<file path="src/rtl/ramp_adc_pkg.sv">
package ramp_adc_pkg;

    typedef enum logic [2:0] {
        ST_IDLE,
        ST_SAMPLE,
        ST_SETTLE,
        ST_COUNT,
        ST_DRAIN
    } seq_state_e;

endpackage

</file>
<file path="src/rtl/ramp_sync.sv">
module ramp_sync #(
    parameter int STAGES = 2
) (
    input  logic clk,
    input  logic rst_n,
    input  logic d_i,
    output logic q_o
);

    logic [STAGES-1:0] sh_d, sh_q;

    always_comb begin
        sh_d = {sh_q[STAGES-2:0], d_i};
    end

    always_ff @(posedge clk or negedge rst_n) begin
        if (!rst_n) sh_q <= '0;
        else        sh_q <= sh_d;
    end

    assign q_o = sh_q[STAGES-1];

endmodule

</file>
<file path="src/rtl/ramp_seq.sv">
module ramp_seq
    import ramp_adc_pkg::*;
#(
    parameter int CODE_W   = 8,
    parameter int SETTLE_W = 4,
    parameter int STAGES   = 2
) (
    input  logic                clk,
    input  logic                rst_n,
    input  logic                enable_i,
    input  logic [SETTLE_W-1:0] settle_i,
    input  logic                cmp_s_i,
    output logic [CODE_W-1:0]   code_o,
    output logic                strobe_o,
    output logic                load_o,
    output logic [CODE_W-1:0]   load_code_o,
    output logic                load_over_o
);

    localparam logic [CODE_W-1:0] CODE_MAX = '1;

    typedef struct packed {
        logic              vld;
        logic [CODE_W-1:0] code;
    } tag_t;

    typedef struct packed {
        seq_state_e         st;
        logic [CODE_W-1:0]  code;
        logic [SETTLE_W-1:0] wait_cnt;
        tag_t [STAGES-1:0]  tags;
    } seq_regs_t;

    seq_regs_t r_d, r_q;
    tag_t      oldest;
    logic      in_run, hit, sat, load;

    assign oldest = r_q.tags[STAGES-1];
    assign in_run = (r_q.st == ST_COUNT) || (r_q.st == ST_DRAIN);
    assign hit    = in_run && oldest.vld && !cmp_s_i;
    assign sat    = in_run && oldest.vld && cmp_s_i && (oldest.code == CODE_MAX);
    assign load   = hit || sat;

    always_comb begin
        r_d = r_q;
        for (int i = STAGES - 1; i > 0; i--) begin
            r_d.tags[i] = r_q.tags[i-1];
        end
        r_d.tags[0].vld  = (r_q.st == ST_COUNT);
        r_d.tags[0].code = r_q.code;

        case (r_q.st)
            ST_IDLE: begin
                r_d.code = '0;
                if (enable_i) r_d.st = ST_SAMPLE;
            end
            ST_SAMPLE: begin
                r_d.code     = '0;
                r_d.wait_cnt = settle_i;
                r_d.st       = (settle_i == '0) ? ST_COUNT : ST_SETTLE;
            end
            ST_SETTLE: begin
                if (r_q.wait_cnt <= SETTLE_W'(1)) r_d.st = ST_COUNT;
                else r_d.wait_cnt = r_q.wait_cnt - SETTLE_W'(1);
            end
            ST_COUNT: begin
                if (r_q.code == CODE_MAX) r_d.st = ST_DRAIN;
                else r_d.code = r_q.code + CODE_W'(1);
            end
            ST_DRAIN: begin
                r_d.code = r_q.code;
            end
            default: r_d.st = ST_IDLE;
        endcase

        if (load) begin
            r_d.code = '0;
            r_d.tags = '0;
            r_d.st   = enable_i ? ST_SAMPLE : ST_IDLE;
        end
    end

    always_ff @(posedge clk or negedge rst_n) begin
        if (!rst_n) begin
            r_q.st       <= ST_IDLE;
            r_q.code     <= '0;
            r_q.wait_cnt <= '0;
            r_q.tags     <= '0;
        end else begin
            r_q <= r_d;
        end
    end

    assign code_o      = r_q.code;
    assign strobe_o    = (r_q.st == ST_SAMPLE);
    assign load_o      = load;
    assign load_code_o = sat ? CODE_MAX : oldest.code;
    assign load_over_o = sat;

    // ramp rises by one per clock while counting
    p_ramp_step_r2: assert property (@(posedge clk) disable iff (!rst_n)
        (r_q.st == ST_COUNT && r_q.code != CODE_MAX && !load)
            |=> (r_q.code == $past(r_q.code) + CODE_W'(1)));

    // strobe lasts a single cycle
    p_strobe_single_r2: assert property (@(posedge clk) disable iff (!rst_n)
        strobe_o |=> !strobe_o);

    // idle always drives a zero code
    p_idle_zero_r8: assert property (@(posedge clk) disable iff (!rst_n)
        (r_q.st == ST_IDLE) |-> (r_q.code == '0));

    // code is zero right after a completion
    p_clear_after_r7: assert property (@(posedge clk) disable iff (!rst_n)
        load |=> (r_q.code == '0));

endmodule

</file>
<file path="src/rtl/ramp_result.sv">
module ramp_result #(
    parameter int CODE_W = 8
) (
    input  logic              clk,
    input  logic              rst_n,
    input  logic              load_i,
    input  logic [CODE_W-1:0] code_i,
    input  logic              over_i,
    output logic [CODE_W-1:0] result_o,
    output logic              over_o,
    output logic              done_o
);

    typedef struct packed {
        logic [CODE_W-1:0] result;
        logic              over;
        logic              done;
    } res_regs_t;

    res_regs_t r_d, r_q;

    always_comb begin
        r_d      = r_q;
        r_d.done = load_i;
        if (load_i) begin
            r_d.result = code_i;
            r_d.over   = over_i;
        end
    end

    always_ff @(posedge clk or negedge rst_n) begin
        if (!rst_n) r_q <= '0;
        else        r_q <= r_d;
    end

    assign result_o = r_q.result;
    assign over_o   = r_q.over;
    assign done_o   = r_q.done;

    // done is a single-cycle pulse
    p_done_pulse_r6: assert property (@(posedge clk) disable iff (!rst_n)
        done_o |=> !done_o);

    // result and flag hold outside done
    p_result_hold_r6: assert property (@(posedge clk) disable iff (!rst_n)
        !done_o |-> ($stable(result_o) && $stable(over_o)));

    // saturated flag implies all-ones result
    p_over_full_r5: assert property (@(posedge clk) disable iff (!rst_n)
        over_o |-> (result_o == '1));

endmodule

</file>
<file path="src/rtl/ramp_adc_ctrl.sv">
module ramp_adc_ctrl #(
    parameter int CODE_W   = 8,
    parameter int SETTLE_W = 4,
    parameter int STAGES   = 2
) (
    input  logic                clk,
    input  logic                rst_n,
    input  logic                enable_i,
    input  logic [SETTLE_W-1:0] settle_i,
    input  logic                cmp_below_i,
    output logic [CODE_W-1:0]   dac_code_o,
    output logic                sh_strobe_o,
    output logic [CODE_W-1:0]   result_o,
    output logic                done_o,
    output logic                over_range_o
);

    logic              cmp_s;
    logic              load;
    logic [CODE_W-1:0] load_code;
    logic              load_over;

    ramp_sync #(.STAGES(STAGES)) u_sync (
        .clk   (clk),
        .rst_n (rst_n),
        .d_i   (cmp_below_i),
        .q_o   (cmp_s)
    );

    ramp_seq #(
        .CODE_W   (CODE_W),
        .SETTLE_W (SETTLE_W),
        .STAGES   (STAGES)
    ) u_seq (
        .clk         (clk),
        .rst_n       (rst_n),
        .enable_i    (enable_i),
        .settle_i    (settle_i),
        .cmp_s_i     (cmp_s),
        .code_o      (dac_code_o),
        .strobe_o    (sh_strobe_o),
        .load_o      (load),
        .load_code_o (load_code),
        .load_over_o (load_over)
    );

    ramp_result #(.CODE_W(CODE_W)) u_res (
        .clk      (clk),
        .rst_n    (rst_n),
        .load_i   (load),
        .code_i   (load_code),
        .over_i   (load_over),
        .result_o (result_o),
        .over_o   (over_range_o),
        .done_o   (done_o)
    );

endmodule

</file>
<file path="config.mk">
export PLATFORM = sky130hd
export DESIGN_NAME = ramp_adc_ctrl
export DESIGN_NICKNAME = d
export VERILOG_FILES = /design/src/rtl/ramp_adc_pkg.sv /design/src/rtl/ramp_sync.sv /design/src/rtl/ramp_seq.sv /design/src/rtl/ramp_result.sv /design/src/rtl/ramp_adc_ctrl.sv
export SDC_FILE = /design/constraint.sdc
export NUM_CORES = 1
export LEC_CHECK = 0
export ABC_AREA = 1
export BUFFER_PORTS_ARGS = -buffer_cell sky130_fd_sc_hd__buf_2
export CORE_MARGIN = 2
export CORE_UTILIZATION = 57
export CTS_CLUSTER_DIAMETER = 200
export CTS_CLUSTER_SIZE = 40
export DETAILED_ROUTE_END_ITERATION = 6
export GPL_TIMING_DRIVEN = 0
export PLACE_DENSITY = 0.9
export SLEW_MARGIN = 20
export SYNTH_ARGS = -nofsm -noshare
export SYNTH_HDL_FRONTEND = slang
export SYNTH_SLANG_ARGS = --single-unit
</file>
<file path="constraint.sdc">
create_clock -name clk -period 1.7 [get_ports clk]
set_clock_uncertainty 0.1 [all_clocks]
set_input_delay 0.17 -clock clk [delete_from_list [all_inputs] [get_ports clk]]
set_output_delay 0.17 -clock clk [all_outputs]
set_load 0.1 [all_outputs]
</file>
==> metrics.cfg, run 1 <==
[global_route]
antenna_found_initial=0
first_global_vias=1629
grt_pass1_wl_um=7070
grt_overflow_total=0
grt_max_degree=46
grt.total_usage_pct=21.8

[die]
die_x_um=65.6
start_util_pct=59.0
die_area_um2=4300
rows=22
die_h_um=65.6
design.core.area_um2=3660
io_pins=27

[cts]
cts.clk_slew.worst_paths_ps=80
cts_buffer_depth=2
cts_tree=done
htreeDepth=2
cts_buffers=5
root_buffer=clkbuf_8
cts_sinks=45
clk_latency_ps=300

[place]
portBuffers=26
routabilityCongestion=0.873
detailed_place.area_um2=2360
hpwl_um=2940
dpl_worst_slack_ps=-14.4
placed_cells=341

[routing]
vias=1807
dr.pass1.iters=4
drtIter0Drc=97
drc_errors=0
post_drt_wl_per_cell_um=11.8
vias_per_cell=5.10
routed_wl_um=4180
detail-route-antenna-nets=0

[worst_setup_path]
rr_endpoint=u_seq.code_o[6]
criticalPathCategory=reg2out
reg2reg_depth=8
start_kind=flop
critPathMaxFanout=8
cp.required_ps=1430
cpPeakStageDelay_ps=500
arrival_ps=1370
path_cells=buf_4 -> buf_2
crit_slowest_cell=dfrtp_1
r2r_start=u_seq.r_q[32]
endpoint_kind=output port
critPathTopFamily=buffers and inverters
cp_num_buf_inv=2
r2r_slack_ps=110

[yosys]
syn_inst=267
syn_area_per_cell_um2=8.09
syn-num-nets=278
synth_seq_cells=45
ys_types=21
ys_warn_count=0
ys_seq_area_share_pct=52.1
syn-cell-area_um2=2160

[hold_path]
hp-class=in2reg
min_path_cells=3
hp-start=settle_i[1]
hold_end=u_seq.r_q[19]

[flow_run]
maxCapViolations=0

[power_and_ir_drop]
p_leak_uw=0.00139
ir_worst_vdd_v=0.00111
power.density_nw_per_um2=1450

[run_status]
status=finished, final reports clean

[cells_and_area]
fin_area_um2=2530
fill_cells=303
antennaDiodeCount=0
final_cells=354
mostFrequentLayoutCells=75 x nand2_1, 43 x dfrtp_1, 38 x nor2_1, 34 x inv_1, 26 x buf_2
final_common_cell=nand2_1
nets=316
area_growth_pct=17.3
drive_gt1_share_pct=22.2

[timing]
fin_crit_ps=1640
slew-limit-headroom_pct=63.2
final_hold_viol_count=0
maxSlewViolCount=0
fmax_ghz=0.611
final.setup.tns_ps=0
worst_slack_ps=63.8
rsz0062_at_grt=false
setup_viol=0
finalCritPeriodShare_pct=96.2
worst_pin_slew_ps=552

cell usage after synthesis (all sizes together):
master | instances | area, um^2
ha | 3 | 37.5
buf | 14 | 111
inv | 37 | 139
xnor2 | 2 | 17.5
nand4 | 11 | 68.8
o21ai | 13 | 65.1
dfrtp | 45 | 1130
nand2 | 80 | 308
o211ai | 1 | 7.51
nand3 | 17 | 90.1
a21oi | 3 | 30.0
nor2 | 41 | 159
final cells by class:
cell class | count | area, um^2 | area share [%]
Timing Repair Buffer | 31 | 181 | 7.16
Sequential cell | 45 | 1130 | 44.6
Tap cell | 48 | 60.1 | 2.37
Clock inverter | 1 | 5.00 | 0.198
Inverter | 37 | 139 | 5.48
Buffer | 14 | 111 | 4.40
Clock buffer | 7 | 96.3 | 3.80
Multi-Input combinational cell | 171 | 811 | 32.0
power breakdown:
group	internal [uW]	total (uW)	leakage [uW]	switching, uW
clock network	367	716	0.0000542	349
registers	1260	1400	0.000603	143
logic	447	1570	0.000730	1120
total	2070	3680	0.00139	1610
kinds of logic after synthesis:
logic type / Yosys count / synth area share [%]
buf+inv: 51 / 11.6
flops: 45 / 52.1
fa+ha+maj: 3 / 1.74
simple gates: 149 / 29.0
xor+xnor: 2 / 0.811
compound gates: 17 / 4.75
timing repair:
action                     in CTS  in global routing
gates resized for setup         3                  6
hold endpoints to repair       46                  0
hold buffers                    2                  0
setup endpoints to repair       5                 20
buffers inserted                0                  3
pin swaps                       0                  0
state kept, by name (all words and copies together), names as in the netlist:
name and flops:
u_seq.code_o 8, u_sync.sh_q 2, u_res.done_o 1, u_seq.oldest 9, u_seq.r_q 16, u_res.over_o 1
u_res.result_o 8
worst max-delay path by stage:
stage	startpoint	cells after the start	to	slack, ps
3_3_place_gp	u_seq.code_o[0]	8	u_seq.r_q[31]	-10
3_5_place_dp	u_seq.code_o[0]	8	u_seq.r_q[31]	-10
2_1_floorplan	u_seq.r_q[31]	8	u_seq.r_q[21]	30
4_1_cts	u_seq.code_o[0]	9	u_seq.code_o[2]	30
6_report	u_seq.code_o[5]	2	dac_code_o[5]	60
5_1_grt	u_seq.r_q[30]	8	u_res.result_o[1]	0.2
worst min-delay path: cells and delay by family:
family | cells | cell delay [ps]
AOI/OAI and AO/OA | 2 | 170
buffers and inverters | 1 | 90
through the flow:
| stage | utilization (%) | total power [uW] | hold WS [ps] |
|---|---|---|---|
| 2_1_floorplan | - | 2610 | -226 |
| 3_3_place_gp | 64.5 | 2840 | 192 |
| 3_5_place_dp | 64.5 | 2900 | 193 |
| 4_1_cts | 68.0 | 3630 | 62.7 |
| 5_1_grt | 69.2 | 3920 | 76.0 |
| 6_report | 69.2 | 3680 | 77.9 |
layer usage:
| layer | wire, um | global-route usage [%] | part of all wire (%) |
|---|---|---|---|
| met1 | 1800 | 26.7 | 43 |
| met2 | 2110 | 37.5 | 51 |
| met4 | 81 | 7.29 | 1.9 |
| met3 | 185 | 5.48 | 4.4 |
| met5 | 0 | 0 | 0 |
(Power assumes the default switching activity.)
==> inputs of run 2 (changes only) <==
==> constraint.sdc (replaced) <==
create_clock -name clk -period 1.7 [get_ports clk]
set_clock_uncertainty 0.1 [all_clocks]
set_input_delay 0.255 -clock clk [delete_from_list [all_inputs] [get_ports clk]]
set_output_delay 0.255 -clock clk [all_outputs]
set_load 0.1 [all_outputs]
==> metrics.cfg, run 2 (synthesis results as in run 1) <==
[hold_path]
hp-class=in2reg
hp-start=settle_i[1]

[cells_and_area]
final_common_cell=nand2_1
postLayoutCoreUtil_pct=69.6  ; +0.44 points
top_register=u_seq.r_q
nets=316  ; unchanged
mostFrequentLayoutCells=74 x nand2_1, 43 x dfrtp_1, 38 x nor2_1, 34 x inv_1, 24 x buf_2
largest_reg_flops=16  ; unchanged
seqCellArea_um2=1130  ; unchanged
antennaDiodeCount=0  ; unchanged
multi_input_area_um2=813  ; +0.31%
fill_cells=299  ; -1.3%
drive_gt1_share_pct=22.5  ; +0.33 points
area_growth_pct=18.0

[run_status]
status=finished, final reports clean

[die]
rows=22  ; unchanged
io_pins=27  ; unchanged
design.core.area_um2=3660  ; unchanged
die_area_um2=4300  ; unchanged
die_x_um=65.6  ; unchanged
start_util_pct=59.0  ; unchanged
die_h_um=65.6  ; unchanged

[global_route]
grt.total_usage_pct=21.8  ; unchanged
grt_max_degree=46  ; unchanged
antenna_found_initial=0  ; unchanged
grt_overflow_total=0  ; unchanged
grt_pass1_wl_um=7070  ; about the same
first_global_vias=1618  ; -0.68%

[worst_setup_path]
crit_start=u_seq.code_o[6]
endpoint_kind=output port
reg2reg_depth=8  ; unchanged
critPathMaxFanout=6  ; -2
r2r_slack_ps=100  ; about the same
criticalPathCategory=reg2out
crit_slowest_cell=dfrtp_1
cpPeakStageDelay_ps=440  ; -60 ps
start_kind=flop
r2r_start=u_seq.r_q[32]
arrival_ps=1280  ; -90 ps
rr_endpoint=u_seq.code_o[6]
worstSetupEndpoint=dac_code_o[6]
cp.required_ps=1340  ; -90 ps
path_cells=buf_4 -> buf_2

[timing]
worst_pin_slew_ps=550  ; -1.92 ps
setup_viol=0  ; unchanged
slew-limit-headroom_pct=63.3  ; +0.13 points
final_hold_viol_count=0  ; unchanged
final.setup.tns_ps=0  ; unchanged
finalCritPeriodShare_pct=96.3  ; about the same
fmax_ghz=0.611  ; about the same
fin_crit_ps=1640  ; +1.09 ps
rsz0062_at_grt=false
maxSlewViolCount=0  ; unchanged
worst_slack_ps=62.7  ; -1.09 ps

[cts]
cts_buffer_depth=2  ; unchanged
cts_tree=done
root_buffer=clkbuf_8
cts_buffers=5  ; unchanged
htreeDepth=2  ; unchanged
clk_latency_ps=300  ; about the same
cts_sinks=45  ; unchanged
cts.clk_slew.worst_paths_ps=80  ; about the same

[routing]
routed_wl_um=4250  ; +1.6%
vias_per_cell=5.04  ; -1.2%
vias=1785  ; -1.2%
drc_errors=0  ; unchanged
detail-route-antenna-nets=0  ; unchanged
post_drt_wl_per_cell_um=12.0  ; +1.6%
dr.pass1.iters=4  ; unchanged
drtIter0Drc=95  ; -2.1%

[place]
dpl_worst_slack_ps=-14.4  ; unchanged
hpwl_um=2940  ; unchanged
routabilityCongestion=0.873  ; unchanged
portBuffers=26  ; unchanged

[flow_run]
maxCapViolations=0  ; unchanged

[power_and_ir_drop]
p_leak_uw=0.00139  ; +0.13%
finalPower_uw=3710  ; +0.69%
ir_worst_vdd_v=0.00112  ; +0.30%
power.density_nw_per_um2=1460  ; about the same

## run 2: cell types whose count changed in the layout (fill, tap and decap cells not counted), sizes merged
cell | before | now
buf | 43 | 42
clkbuf | 7 | 8
## run 2: critical path, delay by kind of cell (launching register included)
| family | cells | cell delay, ps |
|---|---|---|
| buf+inv | 2 | 550 |
| flops | 1 | 440 |
## run 2: through the flow
step | instances | cell area [um^2] | hold WS (ps)
2_1_floorplan | 267 | 2170 | -141
3_3_place_gp | 341 | 2360 | 237
3_5_place_dp | 341 | 2360 | 239
4_1_cts | 350 | 2490 | 35.6
5_1_grt | 354 | 2550 | 160
6_report | 354 | 2550 | 161
## run 2: worst min path at each step
stage,endpoint,cells past startpoint
finish,u_seq.r_q[19],3
global route,u_seq.r_q[19],3
CTS,u_seq.code_o[4],1
detailed placement,u_sync.sh_q[1],0
global placement,u_sync.sh_q[1],0
floorplan,u_res.done_o,0
## run 2: timing repair
item                       CTS  global route
resized for setup            6             8
buffers inserted             0             3
pin swaps                    0             2
cloned                       0             0
setup endpoints to repair    7            20
hold buffers                 1             1
hold endpoints to repair     1            45
## run 2: routing by layer
layer  global-route usage [%]  vias up  wire length [um]
met5                        0        -                 0
met4                     7.29        0                65
met3                     5.48        8               224
met2                     37.2       48              2170
met1                     26.9      835              1790
li1                         -      894                 -
## run 2: power breakdown
part / total (uW) / switching (uW) / leakage [uW] / internal, uW
sequential: 1400 / 142 / 0.000603 / 1260
combinational: 1600 / 1130 / 0.000732 / 467
clock: 713 / 346 / 0.0000542 / 367
total: 3710 / 1620 / 0.00139 / 2090
## run 2: layout make-up
class	instances	share of cell area [%]
buffer	14	4.37
clock buffer	7	3.78
clock inverter	1	0.196
inverter	37	5.45
multi-input combinational	171	31.9
sequential	45	44.3
tap	48	2.36
timing repair buffer	31	7.66
